File: config.mk
export PLATFORM = sky130hd
export DESIGN_NAME = sertx_top
export DESIGN_NICKNAME = d
export VERILOG_FILES = /design/src/rtl/sertx_pkg.sv /design/src/rtl/sertx_hold.sv /design/src/rtl/sertx_parity.sv /design/src/rtl/sertx_tickcnt.sv /design/src/rtl/sertx_framer.sv /design/src/rtl/sertx_top.sv
export SDC_FILE = /design/constraint.sdc
export NUM_CORES = 1
export LEC_CHECK = 0
export ABC_AREA = 1
export BUFFER_PORTS_ARGS = -buffer_cell sky130_fd_sc_hd__buf_4
export CORE_UTILIZATION = 53
export DETAILED_ROUTE_END_ITERATION = 7
export PLACE_DENSITY_LB_ADDON = 0.12
export SLEW_MARGIN = 20
export SYNTH_ARGS = -nofsm -noshare
export SYNTH_HDL_FRONTEND = slang
export SYNTH_SLANG_ARGS = --single-unit
File: constraint.sdc
create_clock -name clk -period 1.9 [get_ports clk]
set_input_delay 0.285 -clock clk [delete_from_list [all_inputs] [get_ports clk]]
set_output_delay 0.285 -clock clk [all_outputs]
set_load 0.01 [all_outputs]
File: src/rtl/sertx_pkg.sv
package sertx_pkg;
  typedef enum logic [2:0] {
    ST_IDLE, ST_START, ST_DATA, ST_PAR, ST_STOP, ST_BRK, ST_BRKSTOP
  } sertx_state_e;
endpackage

File: src/rtl/sertx_hold.sv
module sertx_hold #(
  parameter int DATA_W = 8
) (
  input  logic              clk,
  input  logic              rst_n,
  input  logic              wr_en,
  input  logic [DATA_W-1:0] wr_data,
  input  logic              take,
  output logic [DATA_W-1:0] hold_data,
  output logic              hold_empty
);
  logic [DATA_W-1:0] hold_q, hold_d;
  logic              empty_q, empty_d;
  logic              load_en;

  assign load_en = wr_en && empty_q;

  always_comb begin
    hold_d  = hold_q;
    empty_d = empty_q;
    if (load_en) begin
      hold_d  = wr_data;
      empty_d = 1'b0;
    end else if (take) begin
      empty_d = 1'b1;
    end
  end

  always_ff @(posedge clk or negedge rst_n) begin
    if (!rst_n) begin
      hold_q  <= '0;
      empty_q <= 1'b1;
    end else begin
      if (load_en) hold_q <= hold_d;
      empty_q <= empty_d;
    end
  end

  assign hold_data  = hold_q;
  assign hold_empty = empty_q;

  // a write into a full register leaves the byte and the flag untouched
  a_r9_full_write_ignored: assert property (@(posedge clk) disable iff (!rst_n)
    (wr_en && !empty_q && !take) |=> (hold_q == $past(hold_q)) && !empty_q);

  // a byte taken by the frame engine frees the register
  a_r6_take_frees: assert property (@(posedge clk) disable iff (!rst_n)
    take |=> empty_q);
endmodule

File: src/rtl/sertx_parity.sv
module sertx_parity #(
  parameter int DATA_W = 8
) (
  input  logic [DATA_W-1:0] data,
  input  logic [1:0]        len_code,
  input  logic [2:0]        mode,
  output logic              par_en,
  output logic              par_bit
);
  localparam int LEN_MIN = DATA_W - 3;

  logic [DATA_W-1:0] keep;
  logic              ones;

  for (genvar i = 0; i < DATA_W; i++) begin : g_keep
    assign keep[i] = (i < LEN_MIN + int'(len_code));
  end

  assign ones = ^(data & keep);

  always_comb begin
    case (mode)
      3'b001:  begin par_en = 1'b1; par_bit = ones;  end
      3'b010:  begin par_en = 1'b1; par_bit = ~ones; end
      3'b100:  begin par_en = 1'b1; par_bit = 1'b0;  end
      3'b101:  begin par_en = 1'b1; par_bit = 1'b1;  end
      default: begin par_en = 1'b0; par_bit = 1'b1;  end
    endcase
  end
endmodule

File: src/rtl/sertx_tickcnt.sv
module sertx_tickcnt #(
  parameter int CNT_W = 6
) (
  input  logic             clk,
  input  logic             rst_n,
  input  logic             clr,
  input  logic             tick,
  input  logic [CNT_W-1:0] limit,
  output logic             done
);
  logic [CNT_W-1:0] cnt_q, cnt_d;
  logic             cnt_en;

  assign done   = tick && (cnt_q == limit - 1'b1);
  assign cnt_en = clr || tick;

  always_comb begin
    if (clr || done) cnt_d = '0;
    else             cnt_d = cnt_q + 1'b1;
  end

  always_ff @(posedge clk or negedge rst_n) begin
    if (!rst_n)      cnt_q <= '0;
    else if (cnt_en) cnt_q <= cnt_d;
  end

  // the tick count never passes the length of the current bit
  a_r4_cnt_in_range: assert property (@(posedge clk) disable iff (!rst_n)
    cnt_q < limit);
endmodule

File: src/rtl/sertx_framer.sv
module sertx_framer
  import sertx_pkg::*;
#(
  parameter int DATA_W = 8,
  parameter int OVS    = 16
) (
  input  logic              clk,
  input  logic              rst_n,
  input  logic              tick,
  input  logic              brk_cmd,
  input  logic              hold_valid,
  input  logic [DATA_W-1:0] hold_data,
  input  logic [1:0]        cfg_len,
  input  logic [1:0]        cfg_stop,
  input  logic              par_en,
  input  logic              par_bit,
  output logic              pop,
  output logic              idle,
  output logic              txd
);
  localparam int LEN_MIN = DATA_W - 3;
  localparam int IDX_W   = $clog2(DATA_W);
  localparam int CNT_W   = $clog2(2 * OVS + 1);

  sertx_state_e      state_q, state_d;
  logic [DATA_W-1:0] sh_q, sh_d;
  logic [IDX_W-1:0]  idx_q, idx_d, idx_last;
  logic [1:0]        len_q, len_d, stop_q, stop_d;
  logic              pen_q, pen_d, pbit_q, pbit_d;
  logic [CNT_W-1:0]  limit;
  logic              done, cnt_clr;

  function automatic logic [CNT_W-1:0] stop_ticks(input logic [1:0] code);
    case (code)
      2'b00:   return CNT_W'(OVS);
      2'b01:   return CNT_W'(OVS + OVS / 2);
      default: return CNT_W'(2 * OVS);
    endcase
  endfunction

  assign limit    = (state_q == ST_STOP || state_q == ST_BRKSTOP) ?
                    stop_ticks(stop_q) : CNT_W'(OVS);
  assign cnt_clr  = (state_q == ST_IDLE) || (state_q == ST_BRK);
  assign idx_last = IDX_W'(LEN_MIN - 1) + IDX_W'(len_q);

  sertx_tickcnt #(.CNT_W(CNT_W)) u_cnt (
    .clk   (clk),
    .rst_n (rst_n),
    .clr   (cnt_clr),
    .tick  (tick),
    .limit (limit),
    .done  (done)
  );

  always_comb begin
    state_d = state_q;
    sh_d    = sh_q;
    idx_d   = idx_q;
    len_d   = len_q;
    stop_d  = stop_q;
    pen_d   = pen_q;
    pbit_d  = pbit_q;
    pop     = 1'b0;
    case (state_q)
      ST_IDLE: begin
        if (brk_cmd) begin
          state_d = ST_BRK;
        end else if (hold_valid) begin
          state_d = ST_START;
          pop     = 1'b1;
          sh_d    = hold_data;
          len_d   = cfg_len;
          stop_d  = cfg_stop;
          pen_d   = par_en;
          pbit_d  = par_bit;
        end
      end
      ST_START: if (done) begin
        state_d = ST_DATA;
        idx_d   = '0;
      end
      ST_DATA: if (done) begin
        if (idx_q == idx_last) begin
          state_d = pen_q ? ST_PAR : ST_STOP;
        end else begin
          sh_d  = sh_q >> 1;
          idx_d = idx_q + 1'b1;
        end
      end
      ST_PAR:     if (done) state_d = ST_STOP;
      ST_STOP:    if (done) state_d = ST_IDLE;
      ST_BRK: if (!brk_cmd) begin
        state_d = ST_BRKSTOP;
        stop_d  = cfg_stop;
      end
      ST_BRKSTOP: if (done) state_d = ST_IDLE;
      default:    state_d = ST_IDLE;
    endcase
  end

  always_ff @(posedge clk or negedge rst_n) begin
    if (!rst_n) begin
      state_q <= ST_IDLE;
      sh_q    <= '0;
      idx_q   <= '0;
      len_q   <= '0;
      stop_q  <= '0;
      pen_q   <= 1'b0;
      pbit_q  <= 1'b1;
    end else begin
      state_q <= state_d;
      sh_q    <= sh_d;
      idx_q   <= idx_d;
      len_q   <= len_d;
      stop_q  <= stop_d;
      pen_q   <= pen_d;
      pbit_q  <= pbit_d;
    end
  end

  always_comb begin
    case (state_q)
      ST_START: txd = 1'b0;
      ST_DATA:  txd = sh_q[0];
      ST_PAR:   txd = pbit_q;
      ST_BRK:   txd = 1'b0;
      default:  txd = 1'b1;
    endcase
  end

  assign idle = (state_q == ST_IDLE);

  // a loaded byte is followed by the start bit in the next cycle
  a_r2_start_after_load: assert property (@(posedge clk) disable iff (!rst_n)
    pop |=> !txd);

  // a break command at idle pulls the line low in the next cycle
  a_r10_break_low: assert property (@(posedge clk) disable iff (!rst_n)
    (state_q == ST_IDLE && brk_cmd) |=> !txd);

  // releasing the break returns the line high
  a_r11_release_high: assert property (@(posedge clk) disable iff (!rst_n)
    (state_q == ST_BRK && !brk_cmd) |=> txd);
endmodule

File: src/rtl/sertx_top.sv
module sertx_top #(
  parameter int DATA_W = 8,
  parameter int OVS    = 16
) (
  input  logic              clk,
  input  logic              rst_n,
  input  logic              tick16,
  input  logic              wr_en,
  input  logic [DATA_W-1:0] wr_data,
  input  logic [1:0]        cfg_len,
  input  logic [2:0]        cfg_par,
  input  logic [1:0]        cfg_stop,
  input  logic              brk_cmd,
  output logic              txd,
  output logic              hold_empty,
  output logic              tx_empty
);
  logic [DATA_W-1:0] hold_data;
  logic              pop, idle, par_en, par_bit;

  sertx_hold #(.DATA_W(DATA_W)) u_hold (
    .clk        (clk),
    .rst_n      (rst_n),
    .wr_en      (wr_en),
    .wr_data    (wr_data),
    .take       (pop),
    .hold_data  (hold_data),
    .hold_empty (hold_empty)
  );

  sertx_parity #(.DATA_W(DATA_W)) u_par (
    .data     (hold_data),
    .len_code (cfg_len),
    .mode     (cfg_par),
    .par_en   (par_en),
    .par_bit  (par_bit)
  );

  sertx_framer #(.DATA_W(DATA_W), .OVS(OVS)) u_frm (
    .clk        (clk),
    .rst_n      (rst_n),
    .tick       (tick16),
    .brk_cmd    (brk_cmd),
    .hold_valid (!hold_empty),
    .hold_data  (hold_data),
    .cfg_len    (cfg_len),
    .cfg_stop   (cfg_stop),
    .par_en     (par_en),
    .par_bit    (par_bit),
    .pop        (pop),
    .idle       (idle),
    .txd        (txd)
  );

  assign tx_empty = idle && hold_empty;

  // the frame engine only takes a byte that is present
  a_r6_pop_needs_byte: assert property (@(posedge clk) disable iff (!rst_n)
    pop |-> !hold_empty);

  // a busy frame engine keeps tx_empty low in the next cycle
  a_r8_busy_not_empty: assert property (@(posedge clk) disable iff (!rst_n)
    pop |=> !tx_empty);
endmodule

==> flow_summary.json, run 1 <==
{
  "status": "complete, no violations",
  "p_total_uw": 3890,
  "firstDrtPassIters": 5,
  "antenna_found_initial": 0,
  "htree_num_levels": 2,
  "finalSetupTns_ns": 0,
  "grt_util_met2": 0.395,
  "synth_ff_type": "dfrtp_1",
  "critPathLaunchType": "flip-flop",
  "dpl_cell_area_sq_mm": 0.00243,
  "numCtsBuffers": 5,
  "drv_cap": 0,
  "syn_inst": 280,
  "wire_per_inst_um": 12.7,
  "holdCritPathClass": "in2reg",
  "drc": 0,
  "finalInstanceArea_sq_mm": 0.00261,
  "path_max_fanout": 8,
  "synth_seq_area_share": 0.405,
  "antenna_cells": 0,
  "io_pins": 23,
  "antenna_left": 0,
  "path_clk_slew_ns": 0.07,
  "slew_headroom": 0.694,
  "rows": 22,
  "pre_cts_slack_ns": 0.00787,
  "clock_path_buffers": 2,
  "synth.net_count": 303,
  "timing.fmax_ghz": 0.530,
  "final_layout_size_suffix_gt1_frac": 0.276,
  "period_share": 0.993,
  "setup_slack_ns": 0.0133,
  "grtUsageMet1": 0.330,
  "grt_max_degree": 36,
  "start_util": 0.571,
  "place_congestion": 0.888,
  "power.internal_uw": 2140,
  "ys_ff_latch": 35,
  "drt-total-wl_um": 4610,
  "p_leak_uw": 0.00132,
  "final_common_cell": "nand2_1",
  "io_buffers": 22,
  "fin_hold_ws_ns": 0.166,
  "end_kind": "flip-flop",
  "grt-ovfl-total": 0,
  "die-area_sq_mm": 0.00436,
  "num_vias": 1915,
  "tritoncts": "yes",
  "min_period_ns": 1.89,
  "dieWidth_um": 66,
  "seq_power_share": 0.333,
  "switchingPower_uw": 1750,
  "ys_types": 40,
  "cp_data_arrival_time_ns": 2.11,
  "drt_iter0_markers": 149,
  "path_class": "reg2reg",
  "vias_per_cell": 5.28,
  "cts_sinks": 35,
  "tightest_slew_ns": 0.457,
  "power.density_mw_per_mm2": 1490,
  "combinationalPowerShare": 0.535,
  "root_buffer": "clkbuf_8",
  "clockPowerShare": 0.132,
  "synth_warnings": 0,
  "grt_pass1_wl_um": 8200,
  "grt.total_usage": 0.246,
  "core_area_sq_mm": 0.00380,
  "fillers": 321,
  "grt_use_met3": 0.0431,
  "rsz0062_at_grt": "true",
  "finish.net_count": 337,
  "grt_busiest_layer": "met2",
  "synth_edf_count": 0,
  "critPathRequiredTime_ns": 2.12,
  "post-dp-hpwl_um": 3330,
  "hold_viol_final": 0,
  "p_sw_frac": 0.450,
  "drv_slew": 0,
  "insertion_delay_ns": 0.28,
  "skew_ns": 0.00388,
  "setup_violations": 0,
  "syn_avg_cell_area_sq_um": 7.75,
  "syn-cell-area_sq_mm": 0.00217,
  "ir_drop_v": 0.000709,
  "async_flop_share": 1.00,
  "final_cell_mix": "nand2_1, dfrtp_1, inv_1",
  "area_delta_synth_final_pct": 20.2,
  "grt_pass1_vias": 1883,
  "die_y_um": 66
}
-- Yosys cell counts, types with 2 or more instances --
cell	n	area (sq um)
ha_1	3	37.5
nor2_2	3	18.8
nand4_1	8	50.1
a21oi_1	11	55.1
dfrtp_1	33	826
nor3_1	3	15.0
nand2_1	83	312
nand3_1	20	100
mux2_2	2	22.5
o21ai_1	5	25.0
dfstp_2	2	52.6
xnor2_1	3	26.3
inv_2	3	11.3
nor2_4	2	22.5
clkbuf_1	2	7.51
nand2_2	6	37.5
nand2_4	5	56.3
inv_1	33	124
inv_4	2	12.5
a21oi_2	2	17.5
nand3_2	3	30.0
o21ai_0	18	90.1
nor2_1	11	41.3
-- sequential cells by signal, summed over array words and instances (netlist names) --
register and count:
u_frm.idx_q 3, u_frm.len_q 2, u_frm.pbit_q 1, u_frm.pen_q 1, u_frm.sh_q 8, u_frm.state_q 3
u_frm.stop_q 2, u_frm.u_cnt.cnt_q 6, u_hold.hold_data 8, u_hold.hold_empty 1
-- worst paths after layout --
check | endpoint | start | cells past startpoint | slack (ns)
worst max-delay path | u_frm.sh_q[3] | u_frm.state_q[0] | 10 | 0.01
worst min-delay path | u_hold.hold_empty | wr_en | 2 | 0.17
worst max register to register | u_frm.sh_q[3] | u_frm.state_q[0] | 10 | 0.01
worst min register to register | u_frm.sh_q[2] | u_frm.sh_q[2] | 2 | 0.47
max in group asynchronous | u_hold.hold_empty | rst_n | 2 | 1.08
min in group asynchronous | u_frm.u_cnt.cnt_q[5] | rst_n | 2 | 0.48
-- layout make-up --
cell class | instances | area (sq um) | share of cell area
Timing Repair Buffer | 30 | 244 | 0.0935
Sequential cell | 35 | 881 | 0.337
Multi-Input combinational cell | 203 | 1190 | 0.455
Clock buffer | 7 | 76.3 | 0.0292
Tap cell | 48 | 60.1 | 0.0230
Inverter | 39 | 155 | 0.0594
Clock inverter | 1 | 5.00 | 0.00192
-- cell families (layout without fill, tap and decap cells) --
| group | Yosys count | in the layout | synth area share |
|---|---|---|---|
| xor+xnor | 5 | 5 | 0.0236 |
| fa+ha+maj | 3 | 3 | 0.0173 |
| simple gates | 150 | 150 | 0.352 |
| buf+inv | 42 | 77 | 0.0772 |
| flops | 35 | 35 | 0.405 |
| mux | 3 | 3 | 0.0156 |
| compound gates | 42 | 42 | 0.110 |
-- metal layers --
layer  part of all wire  wire (um)  vias up
li1                   -          -      977
met1               0.45       2100      884
met2               0.49       2260       48
met3              0.041        188        6
met4              0.013         61        0
met5                  0          0        -
-- metrics by stage --
step / util / instances
finish: 0.687 / 363
global route: 0.687 / 363
CTS: 0.665 / 361
detailed placement: 0.640 / 352
global placement: 0.640 / 352
floorplan: - / 280
-- timing repair --
action                                  4_1_cts  5_1_grt
endpoints found under the setup margin        1       17
buffers inserted                              0        2
gates resized for setup                       1       23
hold buffers                                  1        0
endpoints found under the hold margin        33        0
pin swaps                                     0       14
-- power groups by stage --
stage / clock (uW) / sequential [uW] / combinational [uW]
6_report: 515 / 1290 / 2080
2_1_floorplan: 0 / 1260 / 1440
5_1_grt: 568 / 1330 / 2350
3_3_place_gp: 0 / 1280 / 1900
4_1_cts: 519 / 1270 / 1950
3_5_place_dp: 0 / 1280 / 1940
-- critical path, stage by stage (launching register included) --
cell,delay (ns)
dfrtp_2,0.45
nor3_4,0.22
ha_4,0.24
xnor2_2,0.14
nand2_1,0.09
nor2_2,0.17
nand3_2,0.11
nand2_4,0.11
buf_12,0.12
nand4_1,0.09
nand2_1,0.10
No activity file was read; power rests on OpenSTA's default activity.
==> run 2: changes to the inputs <==
--- a/config.mk
+++ b/config.mk
@@ -7,7 +7,9 @@
 export LEC_CHECK = 0
 export ABC_AREA = 1
 export BUFFER_PORTS_ARGS = -buffer_cell sky130_fd_sc_hd__buf_4
-export CORE_UTILIZATION = 53
+export CORE_UTILIZATION = 58
+export CTS_CLUSTER_DIAMETER = 80
+export CTS_CLUSTER_SIZE = 28
 export DETAILED_ROUTE_END_ITERATION = 7
 export PLACE_DENSITY_LB_ADDON = 0.12
 export SLEW_MARGIN = 20
==> constraint.sdc (replaced) <==
create_clock -name clk -period 2 [get_ports clk]
set_input_delay 0.3 -clock clk [delete_from_list [all_inputs] [get_ports clk]]
set_output_delay 0.3 -clock clk [all_outputs]
set_load 0.01 [all_outputs]
==> run 2 against run 1 <==
Compared with the run above: flip-flop and latch count did not move; largest power group unchanged; setup slack improved by 0.054 ns; power fell by 3.0%; non-clock buffer count rose by 2; sequential share of layout area barely moved; utilization rose by 6.2 points; sequential power fell by 6%; register-to-register slack improved by 0.05 ns; maximum frequency fell by 2.4%; critical endpoint is now u_frm.sh_q[4]; global-route usage barely moved; hold slack improved by 0.0089 ns; clock-buffer cell count did not move.
==> flow_summary.json, run 2 (synthesis gave the netlist of run 1 again) <==
{
  "critPathBufInv": 1,
  "status": "complete, no violations",
  "final_common_cell": "nand2_1",
  "clockPowerShare": 0.164,
  "combinationalPowerShare": 0.515,
  "post-dp-hpwl_um": 3280,
  "rr_startpoint": "u_frm.state_q[2]",
  "vias_per_cell": 5.18,
  "tritoncts": "yes",
  "grt_pass1_wl_um": 7450,
  "finish.net_count": 339,
  "holdCritPathClass": "in2reg",
  "critPathLaunch": "u_frm.state_q[2]",
  "setup_violations": 0,
  "area_delta_synth_final_pct": 19.7,
  "drv_cap": 0,
  "firstDrtPassIters": 4,
  "timing.fmax_ghz": 0.517,
  "grt_max_degree": 36,
  "hold_viol_final": 0,
  "path_clk_slew_ns": 0.07,
  "drv_slew": 0,
  "die-area_sq_mm": 0.00399,
  "worstHoldStart": "wr_en",
  "cpMaxStageDelayCell": "dfrtp_1",
  "io_pins": 23,
  "end_kind": "flip-flop",
  "drt-total-wl_um": 4530,
  "antenna_left": 0,
  "instances_no_fill": 363,
  "grt-ovfl-total": 0,
  "drt_iter0_markers": 161,
  "power.density_mw_per_mm2": 1450,
  "io_buffers": 22,
  "path_max_fanout": 8,
  "grt.total_usage": 0.246,
  "seq_power_share": 0.321,
  "min_period_ns": 1.93,
  "start_util": 0.626,
  "cp_data_arrival_time_ns": 2.11,
  "num_vias": 1882,
  "dieWidth_um": 63.2,
  "critPathRequiredTime_ns": 2.18,
  "slowest_delay_ns": 0.37,
  "critPathLaunchType": "flip-flop",
  "tightest_slew_ns": 0.496,
  "final_util": 0.749,
  "final_layout_size_suffix_gt1_frac": 0.256,
  "core_area_sq_mm": 0.00347,
  "drc": 0,
  "wire_per_inst_um": 12.5,
  "p_leak_uw": 0.00132,
  "path_class": "reg2reg",
  "period_share": 0.967,
  "clock_path_buffers": 2,
  "antenna_cells": 0,
  "skew_ns": 0.00965,
  "root_buffer": "clkbuf_8",
  "ir_drop_v": 0.000666,
  "cts_sinks": 35,
  "place_congestion": 0.910,
  "grt_pass1_vias": 1642,
  "switchingPower_uw": 1640,
  "antenna_found_initial": 0,
  "insertion_delay_ns": 0.29,
  "path_delay_family": "simple AND/OR/NAND/NOR gates",
  "die_y_um": 63.2,
  "slew_headroom": 0.669,
  "p_sw_frac": 0.435,
  "numCtsBuffers": 5,
  "final_cell_mix": "nand2_1, dfrtp_1, inv_1",
  "path_common_cell": "nand2_1",
  "htree_num_levels": 2,
  "cp_cell_sequence": "inv_2, nor3_4, ha_4, xnor2_1, nand2_1, nor2_2, nand3_2, nand2_4, nand3_4, nand2_2, nand2_1",
  "rows": 21,
  "power.internal_uw": 2130,
  "dp.cells": 350
}
run 2: cell types whose count changed in the layout (fill, tap and decap cells not counted), moves of 3 or more:
cell / delta
o21ai_1: -4
o21ai_0: +4
buf_4: +4
inv_1: +3
run 2: metal layers:
layer / global-route usage / share of wire / vias up
met2: 0.398 / 0.48 / 41
met1: 0.324 / 0.46 / 855
met3: 0.0598 / 0.046 / 5
li1: - / - / 981
met5: 0 / 0 / -
met4: 0.0767 / 0.013 / 0
run 2: metrics by stage:
stage / setup WS, ns / area (sq um) / total power [uW] / hold WS [ns] / TNS, ns
final: 0.0669 / 2600 / 3770 / 0.175 / 0
after global routing: -0.0312 / 2600 / 4080 / 0.182 / -0.0978
after CTS: 0.0638 / 2530 / 3650 / 0.178 / 0
after detailed placement: 0.0496 / 2420 / 3020 / 0.279 / 0
after global placement: 0.131 / 2420 / 2960 / 0.277 / 0
after floorplan: 0.0913 / 2170 / 2560 / 0.00441 / 0
run 2: power groups by stage:
stage,Clock (uW),Combinational [uW],Sequential (uW)
6_report,618,1940,1210
3_3_place_gp,0,1760,1200
2_1_floorplan,0,1370,1190
4_1_cts,629,1830,1200
5_1_grt,657,2180,1240
3_5_place_dp,0,1810,1210
run 2: cell type report:
cell class,count,area (sq um)
Clock inverter,1,30.0
Timing Repair Buffer,32,243
Clock buffer,7,76.3
Sequential cell,35,878
Fill cell,285,870
Multi-Input combinational cell,203,1160
Tap cell,46,57.6
Inverter,39,153
run 2: worst register-to-register path: cells and delay by family, from the launching register on:
family / cells / cell delay, ns
simple gates: 8 / 1.00
flops: 1 / 0.37
fa+ha+maj: 1 / 0.23
xor+xnor: 1 / 0.16
buf+inv: 1 / 0.07
run 2: final timing paths:
path | slack [ns] | to | cells past startpoint
min reg2reg | 0.47 | u_frm.sh_q[2] | 2
max in group asynchronous | 1.17 | u_frm.pbit_q | 2
max | 0.07 | u_frm.sh_q[4] | 11
min in group asynchronous | 0.50 | u_frm.sh_q[7] | 2
max reg2reg | 0.07 | u_frm.sh_q[4] | 11
min | 0.17 | u_hold.hold_empty | 2
run 2: timing repair:
action,CTS,global route
setup buffers,0,4
hold endpoints to repair,33,0
endpoints found under the setup margin,0,17
gates resized for setup,0,8
hold buffers,1,0
==> run 3: changes to the inputs <==
--- a/config.mk
+++ b/config.mk
@@ -12,6 +12,7 @@
 export CTS_CLUSTER_SIZE = 28
 export DETAILED_ROUTE_END_ITERATION = 7
 export PLACE_DENSITY_LB_ADDON = 0.12
+export SETUP_SLACK_MARGIN = 0.1
 export SLEW_MARGIN = 20
 export SYNTH_ARGS = -nofsm -noshare
 export SYNTH_HDL_FRONTEND = slang
==> run 3 against run 2 <==
Compared with the run above: flip-flop and latch count unchanged; wire length increased by 8.0%; non-clock buffer count increased by 1; clock-buffer cell count increased by 1; clock power decreased by 9.1%; via count increased by 4.3%; cell area increased by 1.9%; sequential power about the same; critical path depth unchanged; setup slack improved by 0.020 ns; largest power group unchanged.
==> flow_summary.json, run 3 (synthesis gave the netlist of run 1 again) <==
{
  "final_util": 0.763,
  "setup_slack_ns": 0.0873,
  "firstDrtPassIters": 4,
  "rsz0062_at_grt": "true",
  "min_period_ns": 1.91,
  "tightest_slew_ns": 0.485,
  "rows": 21,
  "antenna_left": 0,
  "p_leak_uw": 0.00133,
  "finish.net_count": 340,
  "insertion_delay_ns": 0.28,
  "path_class": "reg2reg",
  "setup_violations": 0,
  "slew_headroom": 0.676,
  "htree_num_levels": 2,
  "finalSetupTns_ns": 0,
  "dp.cells": 350,
  "final_layout_size_suffix_gt1_frac": 0.280,
  "dieWidth_um": 63.2,
  "clockPowerShare": 0.146,
  "start_util": 0.626,
  "die_y_um": 63.2,
  "skew_ns": 0.00711,
  "drt-total-wl_um": 4890,
  "cp_data_arrival_time_ns": 2.09,
  "combinationalPowerShare": 0.535,
  "critPathRequiredTime_ns": 2.18,
  "drv_cap": 0,
  "grt_pass1_vias": 1912,
  "power.internal_uw": 2140,
  "area_delta_synth_final_pct": 22.0,
  "tritoncts": "yes",
  "path_clk_slew_ns": 0.07,
  "grt-ovfl-total": 0,
  "place_congestion": 0.884,
  "antenna_cells": 0,
  "critPathLaunchType": "flip-flop",
  "status": "complete, no violations",
  "end_kind": "flip-flop",
  "clock_path_buffers": 2,
  "ir_drop_v": 0.000837,
  "drt_iter0_markers": 123,
  "root_buffer": "clkbuf_8",
  "core_area_sq_mm": 0.00347,
  "pre_cts_slack_ns": 0.0288,
  "holdCritPathClass": "in2reg",
  "antenna_found_initial": 0,
  "ff_latch_area_sq_um": 881,
  "drv_slew": 0,
  "die-area_sq_mm": 0.00399,
  "drc": 0,
  "cts_sinks": 35,
  "numCtsBuffers": 5,
  "final_cell_mix": "nand2_1, inv_1, buf_4, dfrtp_1, nand3_1",
  "power.density_mw_per_mm2": 1460,
  "grt_max_degree": 36,
  "num_vias": 1963,
  "multiInputGateArea_sq_mm": 0.00119,
  "timing.fmax_ghz": 0.523,
  "path_max_fanout": 8,
  "grt.total_usage": 0.269,
  "io_pins": 23,
  "instances_no_fill": 364,
  "fillers": 275,
  "hold_viol_final": 0,
  "vias_per_cell": 5.39,
  "switchingPower_uw": 1720,
  "wire_per_inst_um": 13.4,
  "seq_power_share": 0.320,
  "final_common_cell": "nand2_1",
  "period_share": 0.956,
  "post-dp-hpwl_um": 3350,
  "p_sw_frac": 0.445,
  "io_buffers": 22,
  "grt_pass1_wl_um": 8450
}
## run 3: changes by cell type in the layout (fill, tap and decap cells not counted), moves of 3 or more
cell | previous run | this run
nor2_4 | 2 | 5
nand2_1 | 81 | 78
nor2_2 | 4 | 1
nand2_2 | 7 | 10
## run 3: worst max-delay path, cell delays in order (launching register included)
cell and delay [ns]:
dfrtp_2 0.40, inv_4 0.06, nor3_4 0.23, ha_4 0.24, xnor2_2 0.13, nand2_2 0.09
nor2_4 0.13, nand3_2 0.10, nand2_4 0.12, nand3_4 0.13, nand2_1 0.11, nand2_1 0.06
## run 3: timing repair
item / in CTS / in global routing
gates resized for setup: 7 / 12
setup buffers: 4 / 1
hold buffers: 1 / 0
pin swaps: 7 / 7
setup endpoints to repair: 15 / 21
endpoints found under the hold margin: 33 / 0
## run 3: area by class of cell
type / count / share of cell area
Sequential cell: 35 / 0.333
Timing Repair Buffer: 33 / 0.0992
Tap cell: 46 / 0.0217
Inverter: 39 / 0.0586
Clock buffer: 8 / 0.0378
Multi-Input combinational cell: 203 / 0.450
## run 3: per-layer routing
layer,vias up,GRT usage,share of wire
met5,-,0,0
met4,0,0.114,0.025
met3,16,0.0453,0.040
met2,51,0.446,0.48
met1,920,0.346,0.45
li1,976,-,-
## run 3: final timing paths
path	end	startpoint	slack [ns]	depth (start not counted)
max	u_frm.sh_q[7]	u_frm.state_q[2]	0.09	11
min	u_hold.hold_empty	wr_en	0.20	2
max reg2reg	u_frm.sh_q[7]	u_frm.state_q[2]	0.09	11
min reg2reg	u_frm.sh_q[3]	u_frm.sh_q[3]	0.47	2
max in group asynchronous	u_frm.pbit_q	rst_n	1.16	2
min in group asynchronous	u_frm.state_q[1]	rst_n	0.51	2
## run 3: power by group through the flow
stage	Clock, uW	Combinational (uW)	Sequential [uW]
floorplan	0	1370	1200
global placement	0	1750	1210
detailed placement	0	1810	1210
CTS	567	1970	1210
global route	587	2330	1260
finish	562	2060	1230
## run 3: through the flow
step | power (uW) | hold slack, ns | area [sq um]
6_report | 3850 | 0.199 | 2650
5_1_grt | 4180 | 0.196 | 2650
4_1_cts | 3750 | 0.201 | 2610
3_5_place_dp | 3030 | 0.279 | 2420
3_3_place_gp | 2960 | 0.278 | 2420
2_1_floorplan | 2560 | 0.00441 | 2170
